**src/rtl/bitmix_pkg.sv**
```systemverilog
// Package: shared types for the bit interleave shuffle unit.
// Assumes nothing beyond the standard language.
package bitmix_pkg;

    // Which half of each source word feeds the interleave.
    typedef enum logic {
        HALF_LOW  = 1'b0,
        HALF_HIGH = 1'b1
    } half_sel_e;

endpackage

```
**src/rtl/bitmix_half_pick.sv**
```systemverilog
// Module: bitmix_half_pick
// Selects the lower or upper half of one W-bit source word.
// Assumes W is even.
module bitmix_half_pick
    import bitmix_pkg::*;
#(
    parameter int W = 32
) (
    input  logic [W-1:0]   word_in,
    input  half_sel_e      which,
    output logic [W/2-1:0] half_out
);
    localparam int H = W / 2;

    // Multiplex the chosen half onto the output.
    always_comb begin
        if (which == HALF_HIGH) begin
            half_out = word_in[W-1:H];
        end else begin
            half_out = word_in[H-1:0];
        end
    end
endmodule

```
**src/rtl/bitmix_weave.sv**
```systemverilog
// Module: bitmix_weave
// Wires two H-bit halves into one 2H-bit word.
// Bit 2i comes from lane A and bit 2i+1 comes from lane B.
// Pure wiring: the module adds no logic depth.
module bitmix_weave #(
    parameter int H = 16
) (
    input  logic [H-1:0]   lane_a,
    input  logic [H-1:0]   lane_b,
    output logic [2*H-1:0] woven
);
    // One pair of output bits for each input bit position.
    for (genvar i = 0; i < H; i++) begin : g_pair
        assign woven[2*i]   = lane_a[i];
        assign woven[2*i+1] = lane_b[i];
    end
endmodule

```
**src/rtl/bitmix_stage.sv**
```systemverilog
// Module: bitmix_stage
// Optional output register with a synchronous active-low reset.
// When REG_OUT is 0 the data passes straight through.
module bitmix_stage #(
    parameter int W       = 32,
    parameter bit REG_OUT = 1'b1
) (
    input  logic         clk,
    input  logic         rst_n,
    input  logic [W-1:0] d_in,
    output logic [W-1:0] q_out
);
    if (REG_OUT) begin : g_reg
        logic [W-1:0] q_r;

        // Capture the result on each clock edge, and clear it during reset.
        always_ff @(posedge clk) begin
            if (!rst_n) begin
                q_r <= '0;
            end else begin
                q_r <= d_in;
            end
        end

        assign q_out = q_r;
    end else begin : g_comb
        assign q_out = d_in;
    end
endmodule

```
**src/rtl/bitmix_shuffle_unit.sv**
```systemverilog
// Module: bitmix_shuffle_unit (top)
// Interleaves the selected halves of two source words bit by bit.
// Source A supplies the even result bits and source B the odd ones.
// Assumes W is even and at least 4.
module bitmix_shuffle_unit
    import bitmix_pkg::*;
#(
    parameter int W       = 32,
    parameter bit REG_OUT = 1'b1
) (
    input  logic         clk,
    input  logic         rst_n,
    input  logic [W-1:0] src_a,
    input  logic [W-1:0] src_b,
    input  logic         hi_sel,
    output logic [W-1:0] result
);
    localparam int H = W / 2;

    half_sel_e    which;
    logic [H-1:0] half_a;
    logic [H-1:0] half_b;
    logic [W-1:0] woven;

    // Turn the select pin into the typed half choice.
    always_comb begin
        which = hi_sel ? HALF_HIGH : HALF_LOW;
    end

    bitmix_half_pick #(.W(W)) u_pick_a (
        .word_in (src_a),
        .which   (which),
        .half_out(half_a)
    );

    bitmix_half_pick #(.W(W)) u_pick_b (
        .word_in (src_b),
        .which   (which),
        .half_out(half_b)
    );

    bitmix_weave #(.H(H)) u_weave (
        .lane_a(half_a),
        .lane_b(half_b),
        .woven (woven)
    );

    bitmix_stage #(.W(W), .REG_OUT(REG_OUT)) u_stage (
        .clk  (clk),
        .rst_n(rst_n),
        .d_in (woven),
        .q_out(result)
    );
endmodule

```
**config.mk**
```make
export PLATFORM = sky130hd
export DESIGN_NAME = bitmix_shuffle_unit
export DESIGN_NICKNAME = d
export VERILOG_FILES = /design/src/rtl/bitmix_pkg.sv /design/src/rtl/bitmix_half_pick.sv /design/src/rtl/bitmix_weave.sv /design/src/rtl/bitmix_stage.sv /design/src/rtl/bitmix_shuffle_unit.sv
export SDC_FILE = /design/constraint.sdc
export NUM_CORES = 1
export LEC_CHECK = 0
export BUFFER_PORTS_ARGS = -buffer_cell sky130_fd_sc_hd__buf_2
export CORE_UTILIZATION = 23
export DETAILED_ROUTE_END_ITERATION = 6
export HOLD_SLACK_MARGIN = 0.1
export PLACE_DENSITY_LB_ADDON = 0.2
export SLEW_MARGIN = 30
export SYNTH_ARGS = -nofsm -noshare
export SYNTH_HDL_FRONTEND = slang
export SYNTH_HIERARCHICAL = 1
export SYNTH_SLANG_ARGS = --single-unit
```
**constraint.sdc**
```tcl
create_clock -name clk -period 3.08 [get_ports clk]
set_input_delay 0.616 -clock clk [delete_from_list [all_inputs] [get_ports clk]]
set_output_delay 0.616 -clock clk [all_outputs]
set_load 0.01 [all_outputs]
```
# Word level (Yosys, flattened, before mapping)

Cells that the tools add are included.

Register bits after elaboration: 32
Output and inout port bits: 32
Bits of input ports: 67
Word-level logic and storage cells: 4

Multiplexer cells: 3

Operator list:

| operator | number |
|---|---|
| $mux W16 | 2 |
| $mux W1  | 1 |

# Depth between registers and ports, before layout

Gate-level depths: netlist of the first run.

Word-level depth: 2
Depth in mapped cells: 5
Mapped depth without buffers: 2

# Hierarchy

The synthesis of the first run kept the hierarchy.

By module, submodules not included:

| module           | cells an instance | sequential area each (sq um) | times used | area an instance (sq um) |
|---|---|---|---|---|
| bitmix_stage     | 67                | 640.6                        | 1          | 895.9 |
| bitmix_half_pick | 18                | 0.0                          | 2          | 249.0 |
| bitmix_weave     | 32                | 0.0                          | 1          | 240.2 |

# Worst setup path after synthesis of the first run

Ideal clock, no wire load.

Kind: in2reg
Start point: input hi_sel
End point: register u_stage.g_reg.q_r[10] (netlist: u_stage/q_out[10])
Buffers on the path: 3
Slack: 1522 ps
Data required time: 2964 ps
Arrival time: 1442 ps
Setup time: 116 ps
Cell stages on the path: 5
Cells stage by stage: buf_6 buf_12 mux2_4 buf_4 and2_2

Word-level cells in the longest chain between the ends: 2

Ends and longest elaborated chain:

| element                | RTL line                  | source |
|---|---|---|
| start: declaration     | bitmix_shuffle_unit.sv:15 | `input logic hi_sel,` |
| $mux W1                | bitmix_shuffle_unit.sv:27 | `which = hi_sel ? HALF_HIGH : HALF_LOW;` |
| $mux W16               | bitmix_half_pick.sv:17    | `if (which == HALF_HIGH) begin` |
| via half_a[5]          | bitmix_shuffle_unit.sv:21 | `logic [H-1:0] half_a;` |
| end signal: assignment | bitmix_stage.sv:21        | `q_r <= d_in;` |
| end: declaration       | bitmix_stage.sv:14        | `logic [W-1:0] q_r;` |

The timed path passes the listed nets, and every way through them passes these cells.
A chain may end at the register's enable or synchronous reset.

# Final worst setup path of the first run

Start point: input hi_sel
End point: register u_stage.g_reg.q_r[15] (netlist: u_stage/q_out[15])

Word-level cells in the longest chain between the ends: 2

Ends and longest elaborated chain:

| element       | RTL line                  | source |
|---|---|---|
| $mux W1       | bitmix_shuffle_unit.sv:27 |  |
| $mux W16      | bitmix_half_pick.sv:17    |  |
| via half_b[7] | bitmix_shuffle_unit.sv:22 | `logic [H-1:0] half_b;` |

The timed path passes the listed nets, and every way through them passes these cells.

==> impl_metrics.ini, run 1 <==
[status]
status = complete, no violations

[final_layout]
area_growth_pct = 23.1
fin_nets = 269
drive_above_1_share = 0.837
largest_reg_flops = 32
final_common_cell = buf_2
fill_cells = 736
most-common-layout-cells = buf_2 (98), and2_2 (32), dfxtp_1 (32), mux2_4 (20), mux2_2 (12)
num_antenna_cells = 0
postLayoutCellArea_mm2 = 0.00201

[worst_setup_path]
setup.worst_path.start_class = input pin
worstPathArrival_ps = 1890
crit_type = in -> reg
crit_path_end_kind = flip-flop
cp_max_fo = 18
required_ps = 3250

[routing]
routed_wl_mm = 3.18
vias_per_cell = 3.64
firstDrtPassIters = 4
drc = 0
wl_per_cell_um = 10.7
vias = 1086
drt_iter0_markers = 21
final_antenna_net_count = 0

[synth]
netlist_area_mm2 = 0.00163
ys_ff_latch = 32
ys_seq_area_frac = 0.392
synthesis.nets = 202
synthCells = 135
synthDistinctLibCells = 8
ys_warn_count = 6
synth_top_family_by_area = multiplexers
synthMuxAreaShare = 0.266
synth_compound_area_frac = 0
synth-simple-area-share = 0.147
synth-xor-area-share = 0
avgSynthCellArea_um2 = 12.1
synth_fa_ha_area_frac = 0

[power_and_ir_drop]
p_leak_nw = 1.04
finalPower_w = 0.000924
vdd_drop_max_mv = 0.132
p_per_area_mw_per_mm2 = 459

[timing]
rsz0062_at_grt = false
min_period_ps = 1720
fmax_ghz = 0.582
final.setup.tns_ps = 0
final.period_utilization = 0.558
report.final.setup_viol = 0
max_slew_margin = 0.669
drv_slew = 0
final_hold_viol_count = 0
worst_slew_pin_slew_ps = 496

[floorplanning]
die_h_um = 86.3
die_x_um = 86.3
row_count = 30
die_area_mm2 = 0.00745
coreArea_mm2 = 0.00683
io_pins = 99
start_util = 0.239

[clock_network]
clk_pin_slew_ps = 70
cts_sinks = 32
h-tree-depth = 2
postCtsHoldBufs = 0
ctsRootBufferMaster = clkbuf_8
cts-resized-gates = 0
cts_made_buffers = 5
cts_tree = built
post_cts_buffers = 0
clockBufferDepth = 2

[job]
cap_violations = 0

[grt]
grt_first_pass_wirelength_mm = 4.88
overflow = 0
grt_usage = 0.0878
grt_start_max_net_pins = 33
gr-usage-met1 = 0.0979
grt_pass1_vias = 1060
grt_use_met3 = 0.0486
grt_use_met2 = 0.141
busiest_layer = met2
antenna_found_initial = 0

[worst_hold_path]
whs_path_depth = 3
worstHoldPathType = in -> reg

[placed_design]
hpwlAfterDp_mm = 2.29
dpl_cell_area_mm2 = 0.00193
place_congestion = 0.641
portBuffers = 98
==> synthesized netlist by cell type <==
library cell	count	area, µm²
dfxtp_1	32	641
buf_4	32	240
buf_12	2	40.0
mux2_4	20	300
buf_6	2	22.5
and2_2	32	240
mux2_2	12	135
clkbuf_2	3	15.0
==> power breakdown <==
part           switching (W)  internal (W)
combinational      0.0000629      0.000108
sequential        0.00000562      0.000442
clock               0.000153      0.000154
total               0.000221      0.000703
==> kinds of logic (layout without fill, tap and decap cells) <==
family	Yosys count	count (layout)
buf+inv	39	106
flops	32	32
mux	32	32
simple gates	32	32
==> through the flow <==
| stage | instances | utilization | setup WS, ps | hold WS, ps |
|---|---|---|---|---|
| CTS | 298 | 0.295 | 1330 | 660 |
| detailed placement | 291 | 0.283 | 1040 | 964 |
| global route | 298 | 0.295 | 1270 | 661 |
| finish | 298 | 0.295 | 1360 | 675 |
| floorplan | 135 | - | 1520 | 752 |
| global placement | 291 | 0.283 | 1050 | 958 |
==> path summary, 6_finish.rpt <==
kind                      endpoint  slack [ps]       from
max   u_stage/q_out[15]$_SDFF_PN0_        1360     hi_sel
min   u_stage/q_out[30]$_SDFF_PN0_         670  src_a[15]
==> worst max-delay path: stages <==
cell and delay [ps]:
buf_2 370, buf_4 380, mux2_4 330, and2_2 180
==> per-layer routing <==
| layer | part of all wire | vias to the layer above |
|---|---|---|
| met4 | 0.014 | 0 |
| met3 | 0.13 | 5 |
| met2 | 0.41 | 75 |
| li1 | - | 533 |
| met1 | 0.45 | 473 |
| met5 | 0 | - |
==> layout make-up <==
cell class | instances | area, µm² | area share
clock inverters | 1 | 5.00 | 0.00249
multi-input cells | 64 | 676 | 0.336
repair buffers | 99 | 498 | 0.248
clock buffers | 6 | 72.6 | 0.0361
well taps | 96 | 120 | 0.0597
flip-flops and latches | 32 | 641 | 0.318
Note: power is estimated with default switching activity, not from simulation.
==> inputs of run 2 (changes only) <==
--- a/config.mk
+++ b/config.mk
@@ -5,6 +5,7 @@
 export SDC_FILE = /design/constraint.sdc
 export NUM_CORES = 1
 export LEC_CHECK = 0
+export ABC_AREA = 1
 export BUFFER_PORTS_ARGS = -buffer_cell sky130_fd_sc_hd__buf_2
 export CORE_UTILIZATION = 23
 export DETAILED_ROUTE_END_ITERATION = 6
==> constraint.sdc (replaced) <==
create_clock -name clk -period 1.6 [get_ports clk]
set_input_delay 0.32 -clock clk [delete_from_list [all_inputs] [get_ports clk]]
set_output_delay 0.32 -clock clk [all_outputs]
set_load 0.01 [all_outputs]
==> impl_metrics.ini, run 2 <==
[placed_design]
place_congestion = 0.658
dpl_cell_area_mm2 = 0.00191
place_inst = 390
hpwlAfterDp_mm = 2.54
portBuffers = 98

[floorplanning]
row_count = 30
start_util = 0.240
coreArea_mm2 = 0.00683
die_h_um = 86.5
io_pins = 99
die_x_um = 86.5
die_area_mm2 = 0.00748

[worst_setup_path]
cp_max_fo = 1
setup.worst_path.start_class = flip-flop
required_ps = 1280
path_buf_inv = 1
cp_cell_sequence = buf_2
crit_type = reg -> out
crit_family = flip-flops
cpMaxStageDelayCell = dfxtp_1
worst_path_largest_cell_delay_ps = 320
worstPathArrival_ps = 710
crit_path_end_kind = output pin

[grt]
grt_usage = 0.0919
antenna_found_initial = 0
grt_first_pass_wirelength_mm = 5.11
overflow = 0
grt_pass1_vias = 1128
grt_start_max_net_pins = 33

[final_layout]
num_antenna_cells = 0
final_common_cell = nand2_1
largest_reg_flops = 32
fin_nets = 368
postLayoutCellArea_mm2 = 0.00199
area_growth_pct = 20.9
utilization = 0.291
most-common-layout-cells = nand2_1 (118), buf_2 (98), inv_1 (32), dfxtp_1 (32), nand2_2 (10)
drive_above_1_share = 0.392
stdcell_count = 397

[job]
cap_violations = 0

[status]
status = complete, no violations

[timing]
report.final.setup_viol = 0
final.period_utilization = 0.646
final.setup.tns_ps = 0
rsz0062_at_grt = false
final_hold_viol_count = 0
fmax_ghz = 0.967
drv_slew = 0
min_period_ps = 1030
worst_slew_pin_slew_ps = 611
max_slew_margin = 0.593

[worst_hold_path]
worstHoldPathType = in -> reg
whs_path_depth = 5
whs_endpoint = u_stage/q_out[17]$_SDFF_PN0_
min_from = src_b[8]

[synth]
synthCells = 235
yosysMostFrequentCell = nand2_1
ys.flop_type = dfxtp_1
ys_ff_latch = 32
synthesis.nets = 302
synth_edf_count = 0
synthArstFlopShare = 0
avgSynthCellArea_um2 = 6.99
netlist_area_mm2 = 0.00164
yosysTopAreaCell = dfxtp_1
ys_seq_area_frac = 0.390
synth.top_cell.area_share = 0.390
ys_top_cells_by_count = nand2_1 (118), buf_4 (32), dfxtp_1 (32), inv_1 (32), nand2_2 (10)
synth_area_leaders = dfxtp_1 (39%), nand2_1 (27%), buf_4 (15%), inv_1 (7.3%), buf_6 (4.8%)
synthDistinctLibCells = 8
ys_warn_count = 6

[routing]
final_antenna_net_count = 0
drt_iter0_markers = 33
drc = 0
vias = 1359
routed_wl_mm = 3.41
firstDrtPassIters = 4
vias_per_cell = 3.42
wl_per_cell_um = 8.59

[clock_network]
cts-resized-gates = 0
cts_made_buffers = 5
post_cts_buffers = 0
ctsRootBufferMaster = clkbuf_8
clk_pin_slew_ps = 60
postCtsHoldBufs = 0
cts_tree = built
h-tree-depth = 2
cts_sinks = 32
clockBufferDepth = 2

[power_and_ir_drop]
p_leak_nw = 1.35
vdd_drop_max_mv = 0.310
p_per_area_mw_per_mm2 = 875
[run 2: changes by cell type in the layout (fill, tap and decap cells not counted), sizes merged]
cell | before | now
nand2 | 0 | 128
inv | 0 | 34
and2 | 32 | 0
mux2 | 32 | 0
buf | 99 | 100
[run 2: cell type report]
class	instances	area, µm²
fill	806	4840
timing repair buffer	100	505
multi-input combinational	128	505
tap	96	120
sequential	32	641
inverter	34	138
clock inverter	1	5.00
clock buffer	6	72.6
[run 2: where the power goes]
group          total, W  leakage [nW]  internal, W  switching, W
registers      0.000858         0.266     0.000847     0.0000101
clock network  0.000579        0.0410     0.000295      0.000283
logic          0.000303          1.04     0.000140      0.000163
total           0.00174          1.35      0.00128      0.000456
[run 2: layer usage]
metal | part of all wire | GRT usage | vias to the layer above | wire, µm
met2 | 0.46 | 0.153 | 56 | 1550
met1 | 0.45 | 0.101 | 536 | 1540
met3 | 0.074 | 0.0352 | 5 | 254
met5 | 0 | 0 | - | 0
li1 | - | - | 762 | -
met4 | 0.018 | 0.0500 | 0 | 60
[run 2: how the worst max path moves through the flow]
stage / startpoint / to / slack (ps) / depth (start not counted)
floorplan: hi_sel / u_stage/q_out[10]$_SDFF_PN0_ / 610 / 8
global placement: hi_sel / u_stage/q_out[11]$_SDFF_PN0_ / 500 / 6
detailed placement: hi_sel / u_stage/q_out[9]$_SDFF_PN0_ / 490 / 6
CTS: u_stage/q_out[16]$_SDFF_PN0_ / result[16] / 540 / 1
global route: u_stage/q_out[26]$_SDFF_PN0_ / result[26] / 510 / 1
finish: u_stage/q_out[29]$_SDFF_PN0_ / result[29] / 570 / 1
[run 2: through the flow]
step                      hold slack, ps  setup WS, ps  power (W)
after floorplan                      413           612    0.00114
after global placement               592           499    0.00119
after detailed placement             594           486    0.00119
after CTS                            294           542    0.00179
after global routing                 317           508    0.00185
final                                310           566    0.00174
[run 2: kinds of logic (layout without fill, tap and decap cells)]
| family | Yosys count | after routing | share of synthesized area |
|---|---|---|---|
| buffers and inverters | 75 | 141 | 0.302 |
| flip-flops | 32 | 32 | 0.390 |
| AND/OR/NAND/NOR | 128 | 128 | 0.308 |
